`config.mk`:
```
export PLATFORM = sky130hd
export DESIGN_NAME = pwm_ms_timer
export DESIGN_NICKNAME = d
export VERILOG_FILES = /design/src/rtl/pwm_ms_pkg.sv /design/src/rtl/pwm_ms_master.sv /design/src/rtl/pwm_ms_slave.sv /design/src/rtl/pwm_ms_timer.sv
export SDC_FILE = /design/constraint.sdc
export NUM_CORES = 1
export LEC_CHECK = 0
export CAP_MARGIN = 40
export CORE_ASPECT_RATIO = 0.75
export CORE_MARGIN = 2
export CORE_UTILIZATION = 45
export DETAILED_ROUTE_END_ITERATION = 10
export PLACE_DENSITY = 0.68
export SLEW_MARGIN = 20
export SYNTH_ARGS = -nofsm -noshare
export SYNTH_HDL_FRONTEND = slang
export SYNTH_SLANG_ARGS = --single-unit
export TNS_END_PERCENT = 1
```
`constraint.sdc`:
```
create_clock -name clk_i -period 5.2 [get_ports clk_i]
set_input_delay 1.04 -clock clk_i [delete_from_list [all_inputs] [get_ports clk_i]]
set_output_delay 1.04 -clock clk_i [all_outputs]
set_load 0.005 [all_outputs]
```
`src/rtl/pwm_ms_pkg.sv`:
```
package pwm_ms_pkg;
  typedef enum logic [1:0] {
    M_IDLE  = 2'd0,
    M_ARMED = 2'd1,
    M_RUN   = 2'd2
  } mstate_e;
endpackage

```
`src/rtl/pwm_ms_master.sv`:
```
module pwm_ms_master
  import pwm_ms_pkg::*;
#(
  parameter int unsigned CNT_W = 16
) (
  input  logic             clk_i,
  input  logic             rst_ni,
  input  logic             tick_i,
  input  logic             start_i,
  input  logic             stop_i,
  input  logic             prd_wr_i,
  input  logic [CNT_W-1:0] prd_i,
  output logic [CNT_W-1:0] cnt_o,
  output logic             adv_o,
  output logic             evt_o,
  output logic             run_o
);
  mstate_e          st_q, st_d;
  logic [CNT_W-1:0] cnt_q, prd_sh_q;

  assign run_o = (st_q != M_IDLE);
  assign adv_o = run_o & tick_i & ~stop_i;
  // armed state forces the first event right after start
  assign evt_o = adv_o & ((st_q == M_ARMED) | (cnt_q == '0));
  assign cnt_o = cnt_q;

  always_comb begin
    st_d = st_q;
    if (stop_i)       st_d = M_IDLE;
    else if (start_i) st_d = M_ARMED;
    else if (evt_o)   st_d = M_RUN;
  end

  always_ff @(posedge clk_i or negedge rst_ni) begin
    if (!rst_ni) begin
      st_q     <= M_IDLE;
      cnt_q    <= '0;
      prd_sh_q <= '0;
    end else begin
      st_q <= st_d;
      if (prd_wr_i) prd_sh_q <= prd_i;
      if (evt_o)      cnt_q <= prd_sh_q;
      else if (adv_o) cnt_q <= cnt_q - 1'b1;
    end
  end
endmodule

```
`src/rtl/pwm_ms_slave.sv`:
```
module pwm_ms_slave #(
  parameter int unsigned CNT_W = 16
) (
  input  logic             clk_i,
  input  logic             rst_ni,
  input  logic             evt_i,
  input  logic             adv_i,
  input  logic             duty_wr_i,
  input  logic [CNT_W-1:0] duty_i,
  output logic [CNT_W-1:0] cnt_o,
  output logic             act_o
);
  localparam logic [CNT_W-1:0] ONE = CNT_W'(1);

  logic [CNT_W-1:0] cnt_q, duty_sh_q;
  logic             act_q;

  assign cnt_o = cnt_q;
  assign act_o = act_q;

  always_ff @(posedge clk_i or negedge rst_ni) begin
    if (!rst_ni) begin
      cnt_q     <= '0;
      duty_sh_q <= '0;
      act_q     <= 1'b0;
    end else begin
      if (duty_wr_i) duty_sh_q <= duty_i;
      if (evt_i) begin
        cnt_q <= duty_sh_q;
        act_q <= (duty_sh_q != '0);
      end else if (adv_i && act_q) begin
        // one-shot: halts at zero until the next event
        cnt_q <= cnt_q - 1'b1;
        if (cnt_q == ONE) act_q <= 1'b0;
      end
    end
  end
endmodule

```
`src/rtl/pwm_ms_timer.sv`:
```
module pwm_ms_timer #(
  parameter int unsigned CNT_W  = 16,
  parameter int unsigned NUM_SL = 2
) (
  input  logic                    clk_i,
  input  logic                    rst_ni,
  input  logic                    cnt_en_i,
  input  logic                    start_i,
  input  logic                    stop_i,
  input  logic                    prd_wr_i,
  input  logic [CNT_W-1:0]        prd_i,
  input  logic [NUM_SL-1:0]       duty_wr_i,
  input  logic [CNT_W-1:0]        duty_i,
  input  logic [NUM_SL-1:0]       out_en_i,
  input  logic [NUM_SL-1:0]       out_bit_i,
  input  logic [NUM_SL-1:0]       invert_i,
  output logic [CNT_W-1:0]        master_cnt_o,
  output logic [NUM_SL*CNT_W-1:0] slave_cnt_o,
  output logic [NUM_SL-1:0]       pwm_o,
  output logic                    period_evt_o
);
  logic              run, adv, evt;
  logic [NUM_SL-1:0] act;

  pwm_ms_master #(.CNT_W(CNT_W)) u_master (
    .clk_i    (clk_i),
    .rst_ni   (rst_ni),
    .tick_i   (cnt_en_i),
    .start_i  (start_i),
    .stop_i   (stop_i),
    .prd_wr_i (prd_wr_i),
    .prd_i    (prd_i),
    .cnt_o    (master_cnt_o),
    .adv_o    (adv),
    .evt_o    (evt),
    .run_o    (run)
  );

  for (genvar k = 0; k < NUM_SL; k++) begin : g_sl
    pwm_ms_slave #(.CNT_W(CNT_W)) u_slave (
      .clk_i     (clk_i),
      .rst_ni    (rst_ni),
      .evt_i     (evt),
      .adv_i     (adv),
      .duty_wr_i (duty_wr_i[k]),
      .duty_i    (duty_i),
      .cnt_o     (slave_cnt_o[k*CNT_W +: CNT_W]),
      .act_o     (act[k])
    );
    assign pwm_o[k] = out_en_i[k] ? (act[k] ^ invert_i[k]) : out_bit_i[k];
  end

  always_ff @(posedge clk_i or negedge rst_ni) begin
    if (!rst_ni) period_evt_o <= 1'b0;
    else         period_evt_o <= evt;
  end
endmodule

```
; ---- Word level (Yosys, flattened, before mapping)
; Cells that the tools add are included.
[classes]
addsub = 3
eq_ne = 3
n_mux = 17
n_bitwise = 7
reduce_logical = 14
[op_table]
columns = op, count
row1 = 16-bit two-way mux, 6
row2 = 16-bit by 1-bit subtractor with 16-bit output (second input constant), 3
row3 = 16-bit by 1-bit == test with 1-bit output (second input constant), 2
row4 = 16-bit nonzero test, 2
row5 = 16-bit zero test, 1
row6 = 2-bit nonzero test, 6
row7 = 1-bit two-way mux, 8
row8 = 2-bit two-way mux, 3
row9 = 2-bit AND reduction, 2
row10 = 1-bit bitwise AND, 3
row11 = 3-bit nonzero test, 1
row12 = 2-bit by 1-bit == test with 1-bit output (second input constant), 1
row13 = 1-bit logical AND, 2
row14 = 1-bit XOR, 2
row15 = 1-bit NOT, 1
row16 = 1-bit OR, 1
[totals]
reg_bits = 101
output_inout_bits = 51
wordCells = 54

; ---- Depth between registers and ports, before layout
; Gate-level depths: netlist of the first run.
[depth]
ltp_word = 7
depth_mapped = 9
depth_no_buf = 7

; ---- Modules after synthesis
; Synthesis of the first run repeated with hierarchy kept, for this count alone.
[hier_totals]
hier_cells = 462
area_unflattened_um2 = 4988.5
[modules_own_cells]
columns = mod, n_inst, cells_each, area_per_inst_um2, seq_area_each_um2
row1 = pwm_ms_master, 1, 164, 1755.4, 850.8
row2 = pwm_ms_slave (g_sl[0].u_slave), 1, 148, 1595.3, 825.8
row3 = pwm_ms_slave (g_sl[1].u_slave), 1, 143, 1577.8, 825.8
row4 = pwm_ms_timer, 1, 7, 60.1, 25.0

; ---- Worst setup path before layout of the first run
; OpenSTA, ideal clock, no wires.
[synth_timing]
kind = input to register
from = input stop_i
to = register g_sl[0].u_slave.cnt_q[8]
t_arrival_ns = 2.374
t_required_ns = 5.076
setup_slack_ns = 2.702
stages = 4
cell_sequence = or3b_4 -> or4_1 -> o221a_1 -> a211o_1
[synth_between]
elab_chain_len = 4
elab_cells_between_ends = 6
cone_classes = mux: 1 / bitwise: 3 / reduce/logical: 2
[synth_lines]
columns = item, line_no
row1 = start: declaration, pwm_ms_timer.sv:9  ; input logic stop_i,
row2 = 1-bit NOT (*), pwm_ms_master.sv:22  ; assign adv_o = run_o & tick_i & ~stop_i;
row3 = 1-bit bitwise AND (*), pwm_ms_master.sv:22
row4 = 1-bit bitwise AND / 1-bit logical AND (equally long branches), "pwm_ms_master.sv:24, pwm_ms_slave.sv:31"
row5 = 16-bit two-way mux / 2-bit nonzero test (equally long branches), --
row6 = end signal: assignment, pwm_ms_slave.sv:29  ; cnt_q <= duty_sh_q;
row7 = end signal: assignment, pwm_ms_slave.sv:33  ; cnt_q <= cnt_q - 1'b1;
row8 = end: declaration, pwm_ms_slave.sv:15  ; logic [CNT_W-1:0] cnt_q, duty_sh_q;
; Mark *: on every way between the ends. The rest lies on a longest branch, timed or not.
; A chain may end at the register's enable or synchronous reset.

; ---- Worst setup path in the final report of the first run
[layout_timing]
from = input invert_i[1]
to = output pwm_o[1]
[layout_between]
elab_chain_len = 2
[layout_lines]
columns = item, line_no
row1 = start: declaration, pwm_ms_timer.sv:16  ; input logic [NUM_SL-1:0] invert_i,
row2 = 1-bit XOR, pwm_ms_timer.sv:50  ; assign pwm_o[k] = out_en_i[k] ? (act[k] ^ invert_i[k]) : out_bit_i[k];
row3 = 1-bit two-way mux, pwm_ms_timer.sv:50
row4 = end: declaration, pwm_ms_timer.sv:19  ; output logic [NUM_SL-1:0] pwm_o,
; Every way passes these cells.

==> results of run 1 <==
cell type report:
cell class                      count  area, µm²
Sequential cell                   101       2527
Clock buffer                        9      225.2
Multi-Input combinational cell    356       2534
Clock inverter                      7      75.07
Tap cell                          144      180.2
Fill cell                         996       4868
Inverter                           14      52.55
Timing Repair Buffer              102       1023
layer usage:
layer | share of wire [%] | up-vias | GRT usage [%]
met5 | 0 | - | 0
met4 | 1.8 | 0 | 6.104
met3 | 6.9 | 24 | 6.167
met2 | 44 | 181 | 34.17
met1 | 47 | 2167 | 34.63
li1 | - | 2041 | -
worst max-delay path, delay by kind of cell:
kind | cells | cell delay [ns]
buffers and inverters | 2 | 0.93
XOR/XNOR | 1 | 0.13
AO/OA/AOI/OAI | 1 | 0.15
synthesized netlist by cell type (6+ instances only):
master,n
and3_1,6
a2bb2oi_1,12
nand2_1,34
inv_1,14
xnor2_1,10
mux2i_1,17
nor4_1,21
dfrtp_1,101
or3_1,6
buf_2,8
nor2_1,20
a21oi_1,23
a22oi_1,7
clkbuf_1,16
o21ai_0,36
nor3_1,12
mux2_2,47
nand3_1,33
registers in the layout (all words and copies together), names as in the netlist:
signal / count
g_sl.u_slave.cnt_o: 32
period_evt_o: 1
u_master.cnt_o: 16
u_master.st_q: 2
u_master.prd_sh_q: 16
g_sl.u_slave.duty_sh_q: 32
g_sl.u_slave.act_o: 2
cell families after synthesis:
kind of cell               after synthesis
adders and majority gates                5
DFF                                    101
muxes                                   64
buffers and inverters                   45
AOI/OAI and AO/OA                      108
and+or+nand+nor                        169
xor gates and xnor gates                10
path summary, 6_finish.rpt:
kind                                                  startpoint                                    end  slack, ns
worst max-delay path                                 invert_i[1]                               pwm_o[1]       1.91
worst min register to register  u_master.prd_sh_q[1]$_DFFE_PN0P_       u_master.prd_sh_q[1]$_DFFE_PN0P_       0.51
worst max register to register     u_master.cnt_o[0]$_DFFE_PN0P_   g_sl[0].u_slave.cnt_o[9]$_DFFE_PN0P_       2.16
max in group asynchronous                                 rst_ni  g_sl[1].u_slave.cnt_o[11]$_DFFE_PN0P_       3.90
min in group asynchronous                                 rst_ni          u_master.cnt_o[4]$_DFFE_PN0P_       0.55
worst min-delay path            u_master.prd_sh_q[1]$_DFFE_PN0P_       u_master.prd_sh_q[1]$_DFFE_PN0P_       0.51
power by group:
group,switching (mW),internal (mW)
Sequential,0.218,0.933
Combinational,0.272,0.396
Clock,0.305,0.376
Total,0.796,1.70
metrics by stage:
| stage | cells | power, mW |
|---|---|---|
| after floorplan | 502 | 1.422 |
| after global placement | 715 | 1.794 |
| after detailed placement | 717 | 1.824 |
| after CTS | 733 | 2.510 |
| after global routing | 733 | 2.636 |
| final | 733 | 2.500 |
==> metrics, run 1 <==
syn avg cell area 10.43 µm²; Worst path slowest cell clkdlybuf4s50_1; Leak Pwr 2.599 nW; Worst-Skew Late Latency 0.35 ns; period utilisation layout 63.31%; Avg WL per Cell 19.22 µm; status completed; Worst VDD drop 0.1843 mV; worst setup margin 1.908 ns; drt first pass iters 5; Power Density 377.7 mW/mm²; ys async rst share 100.0%; Setup WS pre-CTS 1.810 ns; most common cell after layout, fill and taps aside dfrtp_1; kind of critical path input pin to primary output; Arr. time, crit path 2.25 ns; GPL Wtd Cong 0.8443; synth top area cells dfrtp_1 (48%), mux2_2 (10%), o21ai_0 (3.4%), mux2i_1 (3.2%), nand3_1 (3.2%); Max-slew headroom 45.76%; final setup vio count 0; Post-Syn Area 0.005238 mm²; setup TNS 0 ns; Least-Margin Pin Slew 0.8111 ns; commonest cells after routing, fill and taps aside dfrtp_1 (101), clkdlybuf4s50_1 (95), mux2_2 (47); number of antenna violations at the first check in global routing 0; WHS Path Cells 1; remaining global-route overflow 0; Initial Util 45.60%; chip height 97.43 µm; all-layer global routing usage 23.42%; Seq/Total Area, Yosys 48.26%; worst endpoint required time 4.16 ns; skew final 0.004435 ns; Die Wd 128.6 µm; synth warn 0; first-pass GRT wire length 22890 µm; 1st-iter DRT viols 368; RSZ-0062 raised after global routing no; Clock Tree Buf Depth 2; total wire length 14090 µm; htree depth 3; CTS Root Cell clkbuf_16; ANT cells 0; Final Hold Vio Count 0; CTS Sinks 101; Syn Nets 553; top-area cell type share of the netlist area 48.26%; vias after detailed routing 4413; number of remaining DRC errors 0; Fmax 303.8 MHz; clock slew at reported path FFs 0.07 ns; Inserted Clock Buffers 9; Die ar. 0.01253 mm²; Main synth FF type dfrtp_1; Post-DP HPWL 9853 µm; final non-filler cell area 0.006618 mm²; setup bufs post-CTS 0; final slew viol count 0; Routed Antenna Nets 0; number of synthesized flops with an enable pin 0; core area 0.01149 mm²; share of cells above drive strength 1 14.94%; CTS tree built; area added between synthesis and finish 26.35%; post-synthesis mux area share 13.35%; crit end category primary output; final worst path period need 3.292 ns; Yosys top cell by area dfrtp_1; vias per inst 6.020; Yosys reg bits 101; Gates resized, CTS repair 0; Worst Hold Class register to register; Crit Path Max Fanout 1; crit-path most repeated cell clkdlybuf4s50_1; synth unique cells 57; largest net degree at the start of global routing 65; I/O Pins 97; I/O Buffers 96; crit path cell chain clkdlybuf4s50_1 > xnor2_1 > a21oi_1 > clkdlybuf4s50_1; Hold-fix buffers, CTS 0; adder-cell share of the synthesized area 1.194%; Area after DPL 0.006317 mm²; Compound-Gate Fraction of Synth Area 13.45%; Simple-Gate Fraction of Synth Area 18.37%; main combinational cell family by area after synthesis simple AND/OR/NAND/NOR gates; Site Rows 34; max-cap violations 0; post-layout util 57.61%; R2R depth 8; WHS 0.5071 ns; Final #Nets 635; cells after synthesis 502; vias in the first global route 4270; CP Launch Type input pin; Synth Area in XOR/XNOR 1.672%; peak per-stage delay on the critical path 0.51 ns
No activity file was read; power rests on OpenSTA's default activity.
==> run 2: changes to the inputs <==
- PLACE_DENSITY: 0.68 -> 0.71
- clock period: 5.2 -> 2.7 ns (I/O delays scaled with it)
==> metrics, run 2 (same netlist as run 1, synthesis figures left out) <==
max-cap violations 0 (unchanged); final non-filler cell area 0.006735 mm² (+1.8%); Arr. time, crit path 2.72 ns (+0.47 ns); Least-Margin Pin Slew 0.6583 ns (-0.1528 ns); CTS tree built; most common cell after layout, fill and taps aside dfrtp_1; Crit Path Max Fanout 22 (+21); number of remaining DRC errors 0 (unchanged); CTS Sinks 101 (unchanged); CP Launch Type register; I/O Pins 97 (unchanged); htree depth 3 (unchanged); worst setup margin 0.1933 ns (-1.715 ns); Tot Pwr 4.754 mW (+90%); status completed; Max-slew headroom 56.01% (+10 points); number of antenna violations at the first check in global routing 0 (unchanged); final slew viol count 0 (unchanged); Fmax 398.9 MHz; Worst VDD drop 0.3807 mV (+110%); Routed Antenna Nets 0 (unchanged); worst endpoint required time 2.92 ns (-1.24 ns); total wire length 13750 µm (-2.4%); commonest cells after routing, fill and taps aside dfrtp_1 (101), clkdlybuf4s50_1 (95), mux2_2 (47); Site Rows 34 (unchanged); Gates resized, CTS repair 0 (unchanged); Power Density 705.8 mW/mm² (+87%); WHS 0.2316 ns (-0.2754 ns); share of cells above drive strength 1 16.92% (+2.0 points); final worst path period need 2.507 ns; Die Wd 128.6 µm (unchanged); RSZ-0062 raised after global routing no; setup TNS 0 ns (unchanged); post-placement cell count 731 (+2.0%); all-layer global routing usage 22.66% (-0.76 points); core area 0.01149 mm² (unchanged); Area after DPL 0.006452 mm² (+2.1%); ANT cells 0 (unchanged); final std cells w/o fill 747 (+1.9%); Inserted Clock Buffers 9 (unchanged); Buf/Inv on CP 2 (unchanged); Die ar. 0.01253 mm² (unchanged); drt first pass iters 4 (-1); clock slew at reported path FFs 0.07 ns (about the same); remaining global-route overflow 0 (unchanged); setup bufs post-CTS 0 (unchanged); Initial Util 45.60% (unchanged); CP delay by family, top compound AO/OA/AOI/OAI gates; vias per inst 5.959 (-1.0%); Final Hold Vio Count 0 (unchanged); crit end category register; Setup WS pre-CTS 0.1664 ns (-1.644 ns); Hold-fix buffers, CTS 0 (unchanged); post-layout util 58.64% (+1.0 points); largest net degree at the start of global routing 102 (+57%); crit path cell chain inv_1 > ha_1 > nor3b_2 > and4_1 > a21oi_4 > buf_4 > mux2i_1 > a22oi_1; Worst-Skew Late Latency 0.35 ns (about the same); kind of critical path register to register; Post-DP HPWL 9831 µm (-0.22%); GPL Wtd Cong 0.8495 (+0.62%); first-pass GRT wire length 22510 µm (-1.7%); peak per-stage delay on the critical path 0.56 ns (+0.05 ns); Final #Nets 649 (+2.2%); Worst Hold Class input pin to async pin; Worst path slowest cell a21oi_4; CTS Root Cell clkbuf_16; area added between synthesis and finish 28.60%; vias after detailed routing 4451 (+0.86%); 1st-iter DRT viols 340 (-7.6%); chip height 97.43 µm (unchanged); Avg WL per Cell 18.41 µm (-4.2%); final setup vio count 0 (unchanged); skew final 0.008660 ns (+0.004226 ns); Leak Pwr 2.665 nW (+2.5%); period utilisation layout 92.84%; I/O Buffers 96 (unchanged); Clock Tree Buf Depth 2 (unchanged); vias in the first global route 4244 (-0.61%)
==> run 2: cell type report <==
class / count / area [µm²]
tap: 144 / 180.2
fill: 967 / 4751
clock buffer: 9 / 225.2
clock inverter: 7 / 57.56
sequential: 101 / 2527
multi-input combinational: 356 / 2534
timing repair buffer: 116 / 1159
inverter: 14 / 52.55
==> run 2: worst paths after layout <==
check,from,to,slack [ns],cells past startpoint
setup / recovery,u_master.cnt_o[0]$_DFFE_PN0P_,g_sl[1].u_slave.cnt_o[5]$_DFFE_PN0P_,0.19,8
hold / removal,rst_ni,period_evt_o$_DFF_PN0_,0.23,2
setup reg to reg,u_master.cnt_o[0]$_DFFE_PN0P_,g_sl[1].u_slave.cnt_o[5]$_DFFE_PN0P_,0.19,8
hold reg to reg,u_master.prd_sh_q[14]$_DFFE_PN0P_,u_master.prd_sh_q[14]$_DFFE_PN0P_,0.51,1
max in group asynchronous,rst_ni,g_sl[0].u_slave.cnt_o[9]$_DFFE_PN0P_,2.03,2
min in group clk_i,u_master.prd_sh_q[14]$_DFFE_PN0P_,u_master.prd_sh_q[14]$_DFFE_PN0P_,0.51,1
==> run 2: power breakdown <==
group	internal (mW)	switching, mW
registers	1.80	0.410
logic	0.785	0.517
clock network	0.639	0.607
==> run 2: routing by layer <==
layer	GRT usage, %	up-vias	routed length, µm
li1	-	2068	-
met1	34.05	2190	6483
met2	33.18	174	6137
met3	5.341	19	949
met4	5.435	0	180
met5	0	-	0
==> run 3: changes to the inputs <==
- PLACE_DENSITY: 0.71 -> 0.72
- SYNTH_HIERARCHICAL: not set -> 1
==> metrics, run 3 <==
share of cells above drive strength 1 16.01% (-0.90 points); Synth top cells by count dfrtp_1 (101), mux2_2 (48), nand2_1 (47); Site Rows 33 (-2.9%); Main synth FF type dfrtp_1; R2R depth 7 (-1); final non-filler cell area 0.006424 mm² (-4.6%); final std cells w/o fill 702 (-6.0%); Crit Path Max Fanout 7 (-68%); synth unique cells 52 (-8.8%); Die Wd 125.6 µm (-2.3%); Worst-Skew Late Latency 0.35 ns (about the same); I/O Buffers 96 (unchanged); setup TNS 0 ns (unchanged); top-area cell type share of the netlist area 50.66% (+2.4 points); CP Launch Type register; Least-Margin Pin Slew 0.6926 ns (+0.03424 ns); setup bufs post-CTS 0 (unchanged); synth warn 6 (+6); core area 0.01086 mm² (-5.5%); synth top area cells dfrtp_1 (51%), mux2_2 (11%), o21ai_0 (3.9%), nand2_1 (3.5%), xor2_1 (3.3%); CTS Root Cell clkbuf_16; all-layer global routing usage 22.41% (-0.25 points); Worst Hold Class input pin to async pin; number of synthesized flops with an enable pin 0 (unchanged); WHS 0.1731 ns (-0.05854 ns); largest net degree at the start of global routing 62 (-39%); Routed Antenna Nets 0 (unchanged); ys async rst share 100.0% (unchanged); final setup vio count 0 (unchanged); RSZ-0062 raised after global routing no; worst reg2reg startpoint u_master/cnt_o[0]$_DFFE_PN0P_; max-cap violations 0 (unchanged); Post-DP HPWL 9277 µm (-5.6%); post-placement cell count 686 (-6.2%); area added between synthesis and finish 28.77%; CTS Sinks 101 (unchanged); first-pass GRT wire length 21110 µm (-6.2%); chip height 95.18 µm (-2.3%); Leak Pwr 2.517 nW (-5.6%); I/O Pins 97 (unchanged); worst endpoint required time 2.94 ns (+0.02 ns); Post-Syn Area 0.004989 mm² (-4.8%); htree depth 3 (unchanged); Critical Path End u_master/cnt_o[10]$_DFFE_PN0P_; Avg WL per Cell 18.42 µm (about the same); Worst Setup SP u_master/cnt_o[0]$_DFFE_PN0P_; Fmax 408.9 MHz (+2.5%); clock slew at reported path FFs 0.08 ns (about the same); Final Hold Vio Count 0 (unchanged); skew final 0.01438 ns (+0.005723 ns); Initial Util 45.94% (+0.34 points); final worst path period need 2.446 ns (-0.06120 ns); Die ar. 0.01195 mm² (-4.6%); Hold-fix buffers, CTS 0 (unchanged); Inserted Clock Buffers 9 (unchanged); period utilisation layout 90.58% (-2.3 points); Max-slew headroom 53.69% (-2.3 points); most frequent cell after synthesis dfrtp_1; RR Endpoint u_master/cnt_o[10]$_DFFE_PN0P_; vias after detailed routing 4063 (-8.7%); Yosys reg bits 101 (unchanged); syn avg cell area 10.80 µm² (+3.5%); cells after synthesis 462 (-8.0%); commonest cells after routing, fill and taps aside dfrtp_1 (101), clkdlybuf4s50_1 (95), mux2_2 (48); Clock Tree Buf Depth 2 (unchanged); ANT cells 0 (unchanged); Worst VDD drop 0.4871 mV (+28%); final slew viol count 0 (unchanged); 1st-iter DRT viols 337 (-0.88%); Syn Nets 513 (-7.2%); Arr. time, crit path 2.68 ns (-0.04 ns); Yosys top cell by area dfrtp_1; CTS tree built; total wire length 12930 µm (-6.0%); most common cell after layout, fill and taps aside dfrtp_1; drt first pass iters 4 (unchanged); crit end category register; flop2flop setup slack 0.25 ns (+0.06 ns); remaining global-route overflow 0 (unchanged); vias in the first global route 3993 (-5.9%); kind of critical path register to register; Gates resized, CTS repair 0 (unchanged); GPL Wtd Cong 0.8502 (about the same); Final #Nets 608 (-6.3%); Seq/Total Area, Yosys 50.66% (+2.4 points); number of remaining DRC errors 0 (unchanged); status completed; Area after DPL 0.006132 mm² (-5.0%); number of antenna violations at the first check in global routing 0 (unchanged); vias per inst 5.788 (-2.9%); Power Density 848.4 mW/mm² (+20%); post-layout util 59.15% (+0.52 points)
-- run 3: cell types whose count changed after synthesis, sizes merged, moves of 8 or more --
cell / change
a21oi: -8
xor2: +19
nand4: +9
a2bb2oi: -9
buf: -11
nand3: -23
nand2: +13
mux2i: -14
-- run 3: where the power goes --
part | leakage, nW | switching (mW) | internal [mW]
registers | 1.21 | 0.563 | 1.89
logic | 1.16 | 0.705 | 1.03
clock network | 0.142 | 0.615 | 0.648
-- run 3: worst min path at each step --
stage                                            startpoint                                 to  slack [ns]  cells past startpoint
final                                                rst_ni       u_master/st_q[1]$_DFFE_PN0P_        0.17                      1
after global placement    u_master/prd_sh_q[12]$_DFFE_PN0P_  u_master/prd_sh_q[12]$_DFFE_PN0P_        0.49                      1
after global routing                                 rst_ni       u_master/st_q[1]$_DFFE_PN0P_        0.21                      1
after detailed placement   u_master/prd_sh_q[7]$_DFFE_PN0P_   u_master/prd_sh_q[7]$_DFFE_PN0P_        0.50                      1
after CTS                                            rst_ni     u_master/cnt_o[10]$_DFFE_PN0P_        0.19                      1
after floorplan                                      rst_ni  g_sl[0].u_slave/act_o$_DFFE_PN0P_        0.24                      0
-- run 3: worst max-delay path, cell delays in order (launching register included) --
cell     delay, ns
dfrtp_1       0.46
inv_1         0.09
ha_1          0.19
nor3b_4       0.35
nand2_1       0.22
or4_1         0.48
a21o_1        0.23
a221o_1       0.32
-- run 3: logic make-up after synthesis --
| group | after synthesis | share of synthesized area, % |
|---|---|---|
| fa+ha+maj | 5 | 1.254 |
| mux | 51 | 11.44 |
| compound gates | 85 | 10.56 |
| simple gates | 161 | 18.56 |
| flops | 101 | 50.66 |
| xor+xnor | 27 | 4.740 |
| buf+inv | 32 | 2.784 |
-- run 3: through the flow --
stage                     setup WS [ns]  power [mW]
after floorplan                  0.2511       3.160
after global placement          0.08449       4.108
after detailed placement      -0.001654       4.190
after CTS                        0.3345       5.495
after global routing             0.1078       5.782
final                            0.2545       5.450
-- run 3: area by class of cell --
cell class              instances  area (µm²)
fillers                       900        4436
flip-flops and latches        101        2527
multi-input cells             329        2330
repair buffers                107        1066
clock buffers                   9       225.2
well taps                     140       175.2
clock inverters                 7       66.31
inverters                       9       33.78
-- run 3: metal layers --
| metal | share of wire (%) | vias to the layer above | global-route usage, % | routed length (µm) |
|---|---|---|---|---|
| met2 | 45 | 136 | 34.50 | 5755 |
| li1 | - | 1881 | - | - |
| met3 | 6.5 | 14 | 5.668 | 843 |
| met4 | 1.3 | 0 | 5.926 | 164 |
| met5 | 0 | - | 0 | 0 |
| met1 | 48 | 2032 | 31.84 | 6165 |
